$ cat src/rtl/mdm_pkg.sv
package mdm_pkg;
    typedef enum logic {ST_QUIET, ST_PENDING} flag_state_t;

    localparam int WORD_W   = 16;
    localparam int N_LINES  = 4;
    // line index inside the synchronized vector
    localparam int L_DCD    = 0;
    localparam int L_CTS    = 1;
    localparam int L_SRX    = 2;
    localparam int L_RING   = 3;
    // word bit positions
    localparam int B_CHG    = 15;
    localparam int B_RING   = 14;
    localparam int B_CTS    = 13;
    localparam int B_DCD    = 12;
    localparam int B_RXBUSY = 11;
    localparam int B_SRX    = 10;
    localparam int B_IE     = 5;
    localparam int B_STX    = 3;
    localparam int B_RTS    = 2;
    localparam int B_DTR    = 1;
endpackage

$ cat src/rtl/mdm_sync.sv
module mdm_sync #(
    parameter int W      = 4,
    parameter int STAGES = 2
) (
    input  logic         clk,
    input  logic         init,
    input  logic [W-1:0] d,
    output logic [W-1:0] q
);
    logic [W-1:0] chain [STAGES];

    always_ff @(posedge clk) begin
        if (init) chain[0] <= '0;
        else      chain[0] <= d;
    end

    for (genvar s = 1; s < STAGES; s++) begin : g_stage
        always_ff @(posedge clk) begin
            if (init) chain[s] <= '0;
            else      chain[s] <= chain[s-1];
        end
    end

    assign q = chain[STAGES-1];
endmodule

$ cat src/rtl/mdm_edge.sv
module mdm_edge #(
    parameter int           W         = 4,
    parameter logic [W-1:0] RISE_ONLY = '0
) (
    input  logic         clk,
    input  logic         init,
    input  logic [W-1:0] cur,
    output logic         any_evt
);
    logic [W-1:0] prev;
    logic [W-1:0] evt;

    always_ff @(posedge clk) begin
        if (init) prev <= '0;
        else      prev <= cur;
    end

    for (genvar i = 0; i < W; i++) begin : g_line
        if (RISE_ONLY[i]) begin : g_rise
            assign evt[i] = cur[i] & ~prev[i];
        end else begin : g_both
            assign evt[i] = cur[i] ^ prev[i];
        end
    end

    assign any_evt = |evt;
endmodule

$ cat src/rtl/mdm_flag_fsm.sv
module mdm_flag_fsm
    import mdm_pkg::*;
(
    input  logic clk,
    input  logic init,
    input  logic any_evt,
    input  logic rd_en,
    output logic flag
);
    flag_state_t state, state_nx;

    always_ff @(posedge clk) begin
        if (init) state <= ST_QUIET;
        else      state <= state_nx;
    end

    always_comb begin
        state_nx = state;
        unique case (state)
            ST_QUIET:   if (any_evt) state_nx = ST_PENDING;
            ST_PENDING: if (rd_en && !any_evt) state_nx = ST_QUIET;
            default:    state_nx = ST_QUIET;
        endcase
    end

    always_comb begin
        flag = (state == ST_PENDING);
    end
endmodule

$ cat src/rtl/modem_ctl_reg.sv
module modem_ctl_reg
    import mdm_pkg::*;
#(
    parameter int SYNC_STAGES = 2
) (
    input  logic              clk,
    input  logic              init,
    input  logic              wr_en,
    input  logic [WORD_W-1:0] wr_data,
    input  logic              rd_en,
    output logic [WORD_W-1:0] rd_data,
    input  logic              rx_busy,
    input  logic              dcd_in,
    input  logic              cts_in,
    input  logic              srx_in,
    input  logic              ring_in,
    output logic              dtr_out,
    output logic              rts_out,
    output logic              stx_out,
    output logic              irq_out
);
    localparam logic [N_LINES-1:0] RISE_MASK = N_LINES'(1) << L_RING;

    logic [N_LINES-1:0] raw_lines;
    logic [N_LINES-1:0] sync_lines;
    logic               any_evt;
    logic               chg_flag;
    logic               ie_q, rts_q, stx_q, dtr_q;

    always_comb begin
        raw_lines         = '0;
        raw_lines[L_DCD]  = dcd_in;
        raw_lines[L_CTS]  = cts_in;
        raw_lines[L_SRX]  = srx_in;
        raw_lines[L_RING] = ring_in;
    end

    mdm_sync #(.W(N_LINES), .STAGES(SYNC_STAGES)) u_sync (
        .clk (clk), .init(init), .d(raw_lines), .q(sync_lines)
    );

    mdm_edge #(.W(N_LINES), .RISE_ONLY(RISE_MASK)) u_edge (
        .clk (clk), .init(init), .cur(sync_lines), .any_evt(any_evt)
    );

    mdm_flag_fsm u_fsm (
        .clk (clk), .init(init), .any_evt(any_evt), .rd_en(rd_en), .flag(chg_flag)
    );

    always_ff @(posedge clk) begin
        if (init) begin
            ie_q  <= 1'b0;
            rts_q <= 1'b0;
            stx_q <= 1'b0;
        end else if (wr_en) begin
            ie_q  <= wr_data[B_IE];
            rts_q <= wr_data[B_RTS];
            stx_q <= wr_data[B_STX];
        end
    end

    // terminal ready is software-owned only: no init term
    always_ff @(posedge clk) begin
        if (wr_en) dtr_q <= wr_data[B_DTR];
    end

    always_comb begin
        rd_data           = '0;
        rd_data[B_CHG]    = chg_flag;
        rd_data[B_RING]   = sync_lines[L_RING];
        rd_data[B_CTS]    = sync_lines[L_CTS];
        rd_data[B_DCD]    = sync_lines[L_DCD];
        rd_data[B_RXBUSY] = rx_busy;
        rd_data[B_SRX]    = sync_lines[L_SRX];
        rd_data[B_IE]     = ie_q;
        rd_data[B_STX]    = stx_q;
        rd_data[B_RTS]    = rts_q;
        rd_data[B_DTR]    = dtr_q;
    end

    assign dtr_out = dtr_q;
    assign rts_out = rts_q;
    assign stx_out = stx_q;
    assign irq_out = chg_flag & ie_q;
endmodule

$ cat config.mk
export PLATFORM = sky130hd
export DESIGN_NAME = modem_ctl_reg
export DESIGN_NICKNAME = d
export VERILOG_FILES = /design/src/rtl/mdm_pkg.sv /design/src/rtl/mdm_sync.sv /design/src/rtl/mdm_edge.sv /design/src/rtl/mdm_flag_fsm.sv /design/src/rtl/modem_ctl_reg.sv
export SDC_FILE = /design/constraint.sdc
export NUM_CORES = 1
export LEC_CHECK = 0
export ABC_AREA = 0
export BUFFER_PORTS_ARGS = -buffer_cell sky130_fd_sc_hd__buf_2
export CORE_UTILIZATION = 30
export CTS_BUF_LIST = sky130_fd_sc_hd__clkbuf_8
export CTS_CLUSTER_DIAMETER = 30
export DETAILED_ROUTE_END_ITERATION = 10
export SLEW_MARGIN = 15
export SYNTH_ARGS = -nofsm -noshare
export SYNTH_HDL_FRONTEND = slang
export SYNTH_SLANG_ARGS = --single-unit
$ cat constraint.sdc
create_clock -name clk -period 0.9 [get_ports clk]
set_input_delay 0.135 -clock clk [delete_from_list [all_inputs] [get_ports clk]]
set_output_delay 0.135 -clock clk [all_outputs]
set_load 0.02 [all_outputs]
==> impl_metrics.json <==
{
  "synth_top_area_share_pct": 50.7,
  "irDropWorstVdd_uv": 884,
  "cp.required_ns": 0.76,
  "cp_top_family": "flip-flops",
  "worstSkewPairLatency_ns": 0.25,
  "drtIter0Drc": 3,
  "violations": "negative setup slack",
  "worstHoldStart": "wr_data[1]",
  "htreeDepth": 1,
  "drive_gt1_share_pct": 51.3,
  "place_ws_ns": 0.00143,
  "endpoint": "irq_out",
  "dr.pass1.iters": 4,
  "crit_path_start": "ie_q$_SDFFE_PP0P_",
  "cts_root_buf": "clkbuf_8",
  "crit_fanout": 3,
  "grt_pass1_wl_um": 1280,
  "die_area_mm2": 0.00229,
  "wire_per_inst_um": 8.40,
  "clkSinkCount": 17,
  "grt_overflow": 0,
  "grt_pass1_vias": 337,
  "fillers": 205,
  "rsz0062_at_grt": "true",
  "portBuffers": 24,
  "power_density_mw_per_mm2": 1960,
  "finalHoldViolations": 0,
  "ys_types": 14,
  "nNetsFinal": 104,
  "worstSetupStartpointType": "flip-flop",
  "rr_startpoint": "u_sync.chain[1][1]$_SDFF_PP0_",
  "path_class": "flip-flop to primary output",
  "crit_buf_inv": 1,
  "status": "complete, but fails checks",
  "clk_pin_slew_worst_paths_ns": 0.07,
  "antenna_found_initial": 0,
  "final_util_pct": 41.1,
  "slowest_stage": "dfxtp_2",
  "final-setup-viol-count": 4,
  "synth-seq-area-share_pct": 55.4,
  "yosys-top-cells-area": "dfxtp_1, buf_4, nor2b_1",
  "routed_wl_um": 882,
  "syn-cell-area_um2": 632,
  "io_pins": 45,
  "fin_ws_ns": -0.0761,
  "drv_slew": 0,
  "grt_max_degree": 17,
  "fin_crit_ns": 0.976,
  "layout_commonest_cell": "buf_2",
  "ys_warn_count": 0,
  "dpl_cell_area_um2": 708,
  "diodes": 0,
  "p_leak_uw": 0.000380,
  "layoutNonFillerInstCount": 105,
  "finClkSkew_ns": 0.00376,
  "multi_input_area_um2": 198,
  "cts_buffers": 3,
  "worstPathArrival_ns": 0.84,
  "place.gp.congestion": 0.565,
  "maxCapViolCount": 0,
  "drcViolationCount": 0,
  "ctsHoldBuffers": 0,
  "avgSynthCellArea_um2": 11.1,
  "r2r_slack_ns": -0.01,
  "hp-class": "input port to flip-flop",
  "mostFrequentLayoutCells": "buf_2, nor2b_1, dfxtp_2, dfxtp_1, buf_4",
  "r2r_cells": 3,
  "clock_path_buffers": 2,
  "syn_to_final_growth_pct": 27.7,
  "cp.depth": 2,
  "slowest_delay_ns": 0.32,
  "vias": 408,
  "initial_core_util_pct": 32.2,
  "fmax_mhz": 1020,
  "synth_cells": 57,
  "rows": 16,
  "die_x_um": 47.9,
  "seq_area_um2": 360,
  "cts_tree": "done",
  "hpwlAfterDp_um": 617,
  "post-route-period-util_pct": 108,
  "r2r-end": "u_fsm.flag$_SDFF_PP0_",
  "viasPerCell": 3.89,
  "ys_ff_latch": 17,
  "synth_top_area_cell": "dfxtp_1",
  "ant_nets": 0,
  "crit_path_end_kind": "primary output",
  "path_cells": "and2_4, buf_6",
  "design_area_um2": 807,
  "die_h_um": 47.9,
  "totalPowerFinal_uw": 1580,
  "grt_usage_pct": 8.75,
  "placedCellCount": 100,
  "coreArea_mm2": 0.00196
}
## timing repair
item | CTS | global route
resized for setup | 16 | 4
endpoints found under the setup margin | 12 | 9
setup buffers | 1 | 0
endpoints found under the hold margin | 0 | 0
pin swaps | 3 | 0
## logic make-up (layout without fill, tap and decap cells)
| group | count (synthesis) | after routing | share of synthesized area [%] |
|---|---|---|---|
| buffers and inverters | 15 | 31 | 16.6 |
| multiplexers | 3 | 3 | 4.75 |
| other | 1 | 6 | 0.593 |
| XOR/XNOR | 3 | 3 | 4.16 |
| flip-flops | 17 | 17 | 55.4 |
| AND/OR/NAND/NOR | 16 | 16 | 15.1 |
| AO/OA/AOI/OAI | 2 | 2 | 3.37 |
## cell type report
class | count | share of cell area (%)
sequential | 17 | 44.7
multi-input combinational | 30 | 24.5
timing repair buffer | 25 | 20.0
clock buffer | 3 | 5.12
tap | 27 | 4.19
inverter | 2 | 0.930
clock inverter | 1 | 0.620
## metal layers
layer	routed length (um)	vias up	global-route usage [%]
met1	378	178	8.72
met4	14	0	6.67
met5	0	-	0
met3	75	2	3.77
li1	-	201	-
met2	413	27	14.3
## per-stage QoR
| stage | TNS (ns) | hold slack, ns |
|---|---|---|
| 4_1_cts | -0.195 | 0.0523 |
| 5_1_grt | -0.370 | 0.0556 |
| 6_report | -0.161 | 0.0576 |
| 3_3_place_gp | 0 | 0.270 |
| 2_1_floorplan | 0 | 0.207 |
| 3_5_place_dp | 0 | 0.270 |
## synth_stat cells, drive strengths merged
master  count
dfxtp      16
buf        13
nor2b      12
mux2i       3
nor2        3
inv         2
xnor2       2
a221oi      1
a31oi       1
and2        1
conb        1
edfxtp      1
xor2        1
## state kept, by name, indices dropped and copies added, names as in the netlist
signal	cells
stx_out	1
u_edge.prev	4
u_sync.chain	8
rts_out	1
u_fsm.flag	1
dtr_out	1
ie_q	1
## worst min path at each step
stage          depth (start not counted)  slack [ns]                         to
2_1_floorplan                          1        0.21  u_edge.prev[3]$_SDFF_PP0_
3_3_place_gp                           0        0.27                rd_data[11]
3_5_place_dp                           0        0.27                rd_data[11]
4_1_cts                                1        0.05          dtr_out$_DFFE_PP_
5_1_grt                                1        0.06          dtr_out$_DFFE_PP_
6_report                               1        0.06          dtr_out$_DFFE_PP_
## where the power goes
| part | internal, uW | leakage [uW] | switching (uW) |
|---|---|---|---|
| logic | 90.4 | 0.000210 | 111 |
| clock network | 307 | 0.0000255 | 250 |
| registers | 802 | 0.000145 | 20.9 |
No activity file was read; power rests on OpenSTA's default activity.
